### src/rtl/mbist_pkg.sv
package mbist_pkg;

  localparam int SOLID_ELEMS = 6;

  typedef struct packed {
    logic wr;
    logic inv;
  } mop_t;

  localparam mop_t OP_R0 = 2'b00;
  localparam mop_t OP_R1 = 2'b01;
  localparam mop_t OP_W0 = 2'b10;
  localparam mop_t OP_W1 = 2'b11;

  typedef enum logic [1:0] {ST_IDLE, ST_RUN, ST_DRAIN, ST_FIN} seq_st_e;

  // index of the final operation inside element e
  function automatic logic [2:0] elem_last_op(input int e);
    case (e)
      0, 5:    return 3'd0;
      1, 3:    return 3'd1;
      2, 4:    return 3'd4;
      default: return 3'd6;
    endcase
  endfunction

  function automatic logic elem_down(input int e);
    return e == 1;
  endfunction

  // operation k of element e; inv=1 means the complemented background
  function automatic mop_t elem_op(input int e, input int k);
    mop_t m;
    m = OP_R0;
    case (e)
      0: m = OP_W0;
      1: m = (k == 0) ? OP_R0 : OP_W1;
      2: case (k)
           0:       m = OP_R1;
           1:       m = OP_W0;
           2, 3:    m = OP_R0;
           default: m = OP_W1;
         endcase
      3: m = (k == 0) ? OP_R1 : OP_W0;
      4: case (k)
           0:       m = OP_R0;
           1:       m = OP_W1;
           2, 3:    m = OP_R1;
           default: m = OP_W0;
         endcase
      5: m = OP_R0;
      default: case (k)
           0, 5:    m = OP_W0;
           1, 6:    m = OP_R0;
           2:       m = OP_W1;
           default: m = OP_R1;
         endcase
    endcase
    return m;
  endfunction

endpackage

### src/rtl/mbist_addr_gen.sv
module mbist_addr_gen #(
  parameter int unsigned ADDR_W = 10
) (
  input  logic              clk_i,
  input  logic              rst_ni,
  input  logic              load_i,
  input  logic              down_i,
  input  logic              step_i,
  output logic [ADDR_W-1:0] addr_o,
  output logic              last_o
);

  localparam logic [ADDR_W-1:0] ADDR_MAX = '1;

  logic [ADDR_W-1:0] addr_q;
  logic              down_q;

  always_ff @(posedge clk_i or negedge rst_ni) begin
    if (!rst_ni) begin
      addr_q <= '0;
      down_q <= 1'b0;
    end else if (load_i) begin
      down_q <= down_i;
      addr_q <= down_i ? ADDR_MAX : '0;
    end else if (step_i) begin
      addr_q <= down_q ? addr_q - 1'b1 : addr_q + 1'b1;
    end
  end

  assign addr_o = addr_q;
  assign last_o = down_q ? (addr_q == '0) : (addr_q == ADDR_MAX);

  p_addr_up_r3: assert property (@(posedge clk_i) disable iff (!rst_ni)
    step_i && !load_i && !down_q |=> addr_q == ADDR_W'($past(addr_q) + 1'b1))
    else $error("ascending step broken");

  p_addr_down_r3: assert property (@(posedge clk_i) disable iff (!rst_ni)
    step_i && !load_i && down_q |=> addr_q == ADDR_W'($past(addr_q) - 1'b1))
    else $error("descending step broken");

  p_no_wrap_r3: assert property (@(posedge clk_i) disable iff (!rst_ni)
    step_i |-> !last_o)
    else $error("address stepped past its end");

endmodule

### src/rtl/mbist_bg_gen.sv
module mbist_bg_gen #(
  parameter int unsigned DATA_W = 16,
  parameter int unsigned BG_W   = 3
) (
  input  logic [BG_W-1:0]   bg_sel_i,
  input  logic              inv_i,
  output logic [DATA_W-1:0] data_o
);

  localparam int NUM_BG = $clog2(DATA_W);

  logic [DATA_W-1:0] pat;

  // bg 0 is solid zero; bg j puts bit j-1 of the bit index into each bit
  for (genvar gi = 0; gi < DATA_W; gi++) begin : g_bit
    logic b;
    always_comb begin
      b = 1'b0;
      for (int j = 1; j <= NUM_BG; j++) begin
        if (int'(bg_sel_i) == j) b = ((gi >> (j - 1)) % 2) == 1;
      end
    end
    assign pat[gi] = b;
  end

  assign data_o = pat ^ {DATA_W{inv_i}};

endmodule

### src/rtl/mbist_resp_chk.sv
module mbist_resp_chk #(
  parameter int unsigned ADDR_W = 10,
  parameter int unsigned DATA_W = 16,
  parameter int unsigned ELEM_W = 4
) (
  input  logic              clk_i,
  input  logic              rst_ni,
  input  logic              clr_i,
  input  logic              rd_i,
  input  logic [DATA_W-1:0] exp_i,
  input  logic [ADDR_W-1:0] addr_i,
  input  logic [ELEM_W-1:0] elem_i,
  input  logic [DATA_W-1:0] rdata_i,
  output logic              fail_o,
  output logic [ADDR_W-1:0] fail_addr_o,
  output logic [ELEM_W-1:0] fail_elem_o
);

  logic              rd_q;
  logic [DATA_W-1:0] exp_q;
  logic [ADDR_W-1:0] addr_q;
  logic [ELEM_W-1:0] elem_q;
  logic              fail_q;
  logic [ADDR_W-1:0] fail_addr_q;
  logic [ELEM_W-1:0] fail_elem_q;
  logic              miss;

  // align the expectation with read data that returns one cycle later
  always_ff @(posedge clk_i or negedge rst_ni) begin
    if (!rst_ni) begin
      rd_q   <= 1'b0;
      exp_q  <= '0;
      addr_q <= '0;
      elem_q <= '0;
    end else begin
      rd_q   <= rd_i;
      exp_q  <= exp_i;
      addr_q <= addr_i;
      elem_q <= elem_i;
    end
  end

  assign miss = rd_q && (rdata_i != exp_q);

  always_ff @(posedge clk_i or negedge rst_ni) begin
    if (!rst_ni) begin
      fail_q      <= 1'b0;
      fail_addr_q <= '0;
      fail_elem_q <= '0;
    end else if (clr_i) begin
      fail_q      <= 1'b0;
      fail_addr_q <= '0;
      fail_elem_q <= '0;
    end else if (miss && !fail_q) begin
      fail_q      <= 1'b1;
      fail_addr_q <= addr_q;
      fail_elem_q <= elem_q;
    end
  end

  assign fail_o      = fail_q;
  assign fail_addr_o = fail_addr_q;
  assign fail_elem_o = fail_elem_q;

  p_miss_flags_r7: assert property (@(posedge clk_i) disable iff (!rst_ni)
    rd_q && (rdata_i != exp_q) && !clr_i |=> fail_o)
    else $error("mismatch not flagged");

  p_fail_sticky_r7: assert property (@(posedge clk_i) disable iff (!rst_ni)
    fail_o && !clr_i |=> fail_o)
    else $error("fail flag dropped");

  p_first_kept_r8: assert property (@(posedge clk_i) disable iff (!rst_ni)
    fail_o && !clr_i |=> $stable(fail_addr_o) && $stable(fail_elem_o))
    else $error("first failure overwritten");

endmodule

### src/rtl/mbist_seq.sv
module mbist_seq
  import mbist_pkg::*;
#(
  parameter int unsigned ELEM_W   = 4,
  parameter int unsigned BG_W     = 3,
  parameter int unsigned NUM_ELEM = 10
) (
  input  logic              clk_i,
  input  logic              rst_ni,
  input  logic              start_i,
  input  logic              addr_last_i,
  output logic              run_o,
  output logic              busy_o,
  output logic              done_o,
  output logic              clr_o,
  output mop_t              op_o,
  output logic [ELEM_W-1:0] elem_o,
  output logic [BG_W-1:0]   bg_sel_o,
  output logic              addr_load_o,
  output logic              addr_down_o,
  output logic              addr_step_o
);

  seq_st_e           state_q;
  logic [ELEM_W-1:0] elem_q;
  logic [2:0]        opi_q;
  logic              start_ok, run, op_last, elem_last, adv_elem;

  assign run       = state_q == ST_RUN;
  assign start_ok  = start_i && (state_q == ST_IDLE || state_q == ST_FIN);
  assign op_last   = opi_q == elem_last_op(int'(elem_q));
  assign elem_last = elem_q == ELEM_W'(NUM_ELEM - 1);
  assign adv_elem  = run && op_last && addr_last_i;

  always_ff @(posedge clk_i or negedge rst_ni) begin
    if (!rst_ni) begin
      state_q <= ST_IDLE;
      elem_q  <= '0;
      opi_q   <= '0;
    end else begin
      case (state_q)
        ST_IDLE, ST_FIN: begin
          if (start_i) begin
            state_q <= ST_RUN;
            elem_q  <= '0;
            opi_q   <= '0;
          end
        end
        ST_RUN: begin
          if (op_last) begin
            opi_q <= '0;
            if (addr_last_i) begin
              if (elem_last) state_q <= ST_DRAIN;
              else           elem_q  <= elem_q + 1'b1;
            end
          end else begin
            opi_q <= opi_q + 3'd1;
          end
        end
        default: state_q <= ST_FIN;  // drain: last compare completes
      endcase
    end
  end

  assign run_o       = run;
  assign busy_o      = run || state_q == ST_DRAIN;
  assign done_o      = state_q == ST_FIN;
  assign clr_o       = start_ok;
  assign op_o        = elem_op(int'(elem_q), int'(opi_q));
  assign elem_o      = elem_q;
  assign bg_sel_o    = (int'(elem_q) < SOLID_ELEMS) ? '0
                                                    : BG_W'(int'(elem_q) - (SOLID_ELEMS - 1));
  assign addr_load_o = start_ok || (adv_elem && !elem_last);
  assign addr_down_o = start_ok ? elem_down(0) : elem_down(int'(elem_q) + 1);
  assign addr_step_o = run && op_last && !addr_last_i;

  p_busy_after_start_r2: assert property (@(posedge clk_i) disable iff (!rst_ni)
    start_i && !busy_o |=> busy_o && !done_o)
    else $error("start not accepted");

  p_ignore_start_r2: assert property (@(posedge clk_i) disable iff (!rst_ni)
    run && start_i && !adv_elem |=> run && $stable(elem_q))
    else $error("start disturbed a running pass");

  p_elem_step_r3: assert property (@(posedge clk_i) disable iff (!rst_ni)
    adv_elem && !elem_last |=> elem_q == ELEM_W'($past(elem_q) + 1'b1))
    else $error("element order broken");

  p_done_after_drain_r5: assert property (@(posedge clk_i) disable iff (!rst_ni)
    state_q == ST_DRAIN |=> done_o && !busy_o)
    else $error("done late");

  p_done_hold_r9: assert property (@(posedge clk_i) disable iff (!rst_ni)
    done_o && !start_i |=> done_o)
    else $error("done dropped");

endmodule

### src/rtl/mbist_march_lr.sv
module mbist_march_lr
  import mbist_pkg::*;
#(
  parameter int unsigned ADDR_W   = 10,
  parameter int unsigned DATA_W   = 16,
  localparam int unsigned NUM_BG   = $clog2(DATA_W),
  localparam int unsigned NUM_ELEM = SOLID_ELEMS + NUM_BG,
  localparam int unsigned ELEM_W   = $clog2(NUM_ELEM),
  localparam int unsigned BG_W     = $clog2(NUM_BG + 1)
) (
  input  logic              clk_i,
  input  logic              rst_ni,
  input  logic              start_i,
  output logic              busy_o,
  output logic              done_o,
  output logic              fail_o,
  output logic [ADDR_W-1:0] fail_addr_o,
  output logic [ELEM_W-1:0] fail_elem_o,
  output logic [ADDR_W-1:0] mem_addr_o,
  output logic [DATA_W-1:0] mem_wdata_o,
  output logic              mem_we_o,
  input  logic [DATA_W-1:0] mem_rdata_i
);

  logic              run, clr, a_load, a_down, a_step, a_last;
  mop_t              op;
  logic [ELEM_W-1:0] elem;
  logic [BG_W-1:0]   bg_sel;
  logic [ADDR_W-1:0] addr;
  logic [DATA_W-1:0] pattern;

  mbist_seq #(
    .ELEM_W  (ELEM_W),
    .BG_W    (BG_W),
    .NUM_ELEM(NUM_ELEM)
  ) i_seq (
    .clk_i      (clk_i),
    .rst_ni     (rst_ni),
    .start_i    (start_i),
    .addr_last_i(a_last),
    .run_o      (run),
    .busy_o     (busy_o),
    .done_o     (done_o),
    .clr_o      (clr),
    .op_o       (op),
    .elem_o     (elem),
    .bg_sel_o   (bg_sel),
    .addr_load_o(a_load),
    .addr_down_o(a_down),
    .addr_step_o(a_step)
  );

  mbist_addr_gen #(.ADDR_W(ADDR_W)) i_addr (
    .clk_i (clk_i),
    .rst_ni(rst_ni),
    .load_i(a_load),
    .down_i(a_down),
    .step_i(a_step),
    .addr_o(addr),
    .last_o(a_last)
  );

  mbist_bg_gen #(.DATA_W(DATA_W), .BG_W(BG_W)) i_bg (
    .bg_sel_i(bg_sel),
    .inv_i   (op.inv),
    .data_o  (pattern)
  );

  mbist_resp_chk #(.ADDR_W(ADDR_W), .DATA_W(DATA_W), .ELEM_W(ELEM_W)) i_chk (
    .clk_i      (clk_i),
    .rst_ni     (rst_ni),
    .clr_i      (clr),
    .rd_i       (run && !op.wr),
    .exp_i      (pattern),
    .addr_i     (addr),
    .elem_i     (elem),
    .rdata_i    (mem_rdata_i),
    .fail_o     (fail_o),
    .fail_addr_o(fail_addr_o),
    .fail_elem_o(fail_elem_o)
  );

  assign mem_addr_o  = addr;
  assign mem_wdata_o = pattern;
  assign mem_we_o    = run && op.wr;

  p_we_in_run_r6: assert property (@(posedge clk_i) disable iff (!rst_ni)
    mem_we_o |-> busy_o && !done_o)
    else $error("write outside a run");

  p_idle_quiet_r1: assert property (@(posedge clk_i) disable iff (!rst_ni)
    !busy_o |-> !mem_we_o)
    else $error("write while idle");

endmodule

### config.mk
export PLATFORM = sky130hd
export DESIGN_NAME = mbist_march_lr
export DESIGN_NICKNAME = d
export VERILOG_FILES = /design/src/rtl/mbist_pkg.sv /design/src/rtl/mbist_addr_gen.sv /design/src/rtl/mbist_bg_gen.sv /design/src/rtl/mbist_resp_chk.sv /design/src/rtl/mbist_seq.sv /design/src/rtl/mbist_march_lr.sv
export SDC_FILE = /design/constraint.sdc
export NUM_CORES = 1
export LEC_CHECK = 0
export ABC_AREA = 1
export BUFFER_PORTS_ARGS = -buffer_cell sky130_fd_sc_hd__buf_2
export CAP_MARGIN = 15
export CORE_ASPECT_RATIO = 0.75
export CORE_MARGIN = 5
export CORE_UTILIZATION = 50
export DETAILED_ROUTE_END_ITERATION = 8
export PLACE_DENSITY = 0.72
export SYNTH_ARGS = -nofsm -noshare
export SYNTH_HDL_FRONTEND = slang
export SYNTH_HIERARCHICAL = 1
export SYNTH_SLANG_ARGS = --single-unit
export TNS_END_PERCENT = 100
### constraint.sdc
create_clock -name clk_i -period 3.5 [get_ports clk_i]
set_input_delay 0.35 -clock clk_i [delete_from_list [all_inputs] [get_ports clk_i]]
set_output_delay 0.35 -clock clk_i [all_outputs]
set_load 0.05 [all_outputs]
==> run metrics <==
Syn-to-layout area delta 15.2%; Required @ worst endpoint 3.15 ns; H-tree levels 3; Worst-Margin Slew 0.612 ns; sequential area share after synthesis 40.7%; crit path DAT 2.71 ns; max-cap violation count 0; launch point of the worst reg-to-reg path i_seq/elem_o[0]; number of global-route vias before repair 3139; Synth Area per Inst 7.67 um2; Slew HR 59.1%; Clk pin slew, worst setup/hold paths 0.07 ns; share of the synthesized area in the top cell type 40.7%; Layout Skew 0.0115 ns; Synth Register Bits 66; first-pass GRT wire length 14700 um; Placed Cells 688; Synth area leaders dfrtp_1 (41%), nand2_1 (13%), inv_1 (6.9%); Mapped Cells 529; Hold WC Path Type in -> async; TritonCTS clock tree done; setup TNS 0 ns; Die Span Y 88.0 um; # setup viols final 0; register area 0.00165 mm2; Mapped Area 0.00406 mm2; main flop type after synthesis dfrtp_1; syn nets 570; crit-path max FO 13; Routed WL per cell 12.3 um; Max Freq 327 MHz; Distinct cells, synth 41; initial antenna violation count 0; most frequent cell after synthesis nand2_1; CP endpoint kind output pin; GRT Util Overall 18.1%; internal reg-to-reg setup slack 0.82 ns; RSZ-0062 raised after global routing no; r2r endpoint i_addr/addr_o[3]; layout net count 636; YS warnings 6; crit path kind reg -> out; CTS sink count 66; Post-Layout Cell Count 705; DR DRC count 0; max-slew violations 0; clk_lat worst skew 0.34 ns; Final Hold Viols 0; die width 114 um; count of input and output buffers 62; footprint of the multi-input gates 0.00202 mm2; layout cells sized above 1 20.5%; async set-reset flop share out of synthesis 100%; die area 0.0100 mm2; ant diodes 0; GP Congestion 0.922; Root Driver clkbuf_8; CTS buffer count 9; fillers 741; IO Pins 63; Clock Tree Buf Depth 2; WL final 8670 um; Commonest cells post-synth nand2_1 (141), inv_1 (75), dfrtp_1 (66); fin crit share 87.4%; Post-synth EDFFs 0; Starting Density 51.5%; Antenna Nets Post-Route 0; outcome completed; CP Launch Type flop; top cell type by total area after synthesis dfrtp_1; worst reg2reg path depth 11; largest net degree at the start of global routing 49; Tmin final 3.06 ns; HPWL after detailed placement 6600 um; row count 28; Initial DRC Count 223; Vias/cell 4.99; DR pass1 iterations 4; Congestion Overflow GR 0; core area 0.00788 mm2; Vias 3518
cell usage in the layout, fill, tap and decap left out, types with 2 or more instances in the layout:
master,n
nand2_1,141
inv_1,75
dfrtp_1,66
buf_2,62
nor2_1,58
nand3_1,42
ha_1,21
a21oi_1,18
nand4_1,12
nand2_2,12
o21ai_0,12
clkbuf_8,10
nand3_2,8
xor2_1,8
nor2_2,5
inv_2,5
nor3_1,4
o21ai_2,4
nand2_4,3
o21ai_1,3
o22ai_1,3
clkinvlp_4,2
bufinv_16,2
xnor2_1,2
buf_4,2
cell type report:
cell class                 count  share of cell area [%]
multi-input combinational    372                    43.3
sequential                    66                    35.4
timing repair buffer          65                    7.18
inverter                      81                    6.51
clock buffer                  10                    2.95
tap                          105                    2.81
clock inverter                 6                    1.90
logic make-up (layout without fill, tap and decap cells):
family | count (synthesis) | in the layout | share of synthesized area (%)
AND/OR/NAND/NOR | 291 | 291 | 33.1
buffers and inverters | 91 | 162 | 9.41
flip-flops | 66 | 66 | 40.7
AO/OA/AOI/OAI | 49 | 49 | 7.68
adder cells (fa/ha/maj) | 22 | 22 | 6.97
XOR/XNOR | 10 | 10 | 2.16
worst max path at each step:
stage | end | startpoint
after global placement | mem_wdata_o[2] | i_seq/elem_o[0]
final | mem_wdata_o[12] | i_seq/elem_o[0]
after CTS | mem_wdata_o[12] | i_seq/elem_o[0]
after floorplan | mem_wdata_o[6] | i_seq/elem_o[1]
after global routing | mem_wdata_o[13] | i_seq/opi_q[1]
after detailed placement | mem_wdata_o[2] | i_seq/elem_o[0]
per-layer routing:
layer	wire [um]	GRT usage, %	vias up
met5	0	0	-
met4	82	5.39	0
met3	498	3.87	5
met2	3700	27.4	91
met1	4380	26.2	1613
li1	-	-	1809
sequential cells by signal (all words and copies together) (netlist names):
register           cells
i_chk/fail_o           1
i_chk/rd_q             1
i_chk/fail_addr_o     10
i_seq/opi_q            3
i_seq/elem_o           4
i_chk/exp_q           16
i_seq/state_q          2
i_chk/elem_q           4
i_chk/fail_elem_o      4
i_addr/addr_o         10
i_chk/addr_q          10
i_addr/down_q          1
worst max-delay path, stage by stage (launching register included):
cell and delay [ns]:
dfrtp_1 0.47, inv_1 0.13, ha_1 0.31, o21ai_1 0.22, nand3_2 0.13, o2111ai_1 0.28, buf_4 0.24, nand2_2 0.07
nand2_2 0.08, nand2_1 0.06, nand2_1 0.09, buf_2 0.28
what timing repair did:
action / 4_1_cts / 5_1_grt
setup buffers: 0 / 0
endpoints found under the hold margin: 18 / 0
resized for setup: 0 / 0
hold buffers: 1 / 0
metrics by stage:
stage               utilization (%)  instance area, um2  setup WS (ns)  hold WS (ns)
detailed placement             56.3                4440          0.826         0.327
global route                   59.3                4670          0.201         0.516
CTS                            59.3                4670          0.447         0.472
finish                         59.3                4670          0.441         0.490
floorplan                         -                4060          0.657        0.0544
global placement               56.3                4440          0.876         0.327
Power is not shown: default switching activity piles up to over one toggle a cycle in this logic, so the estimate is an artifact.
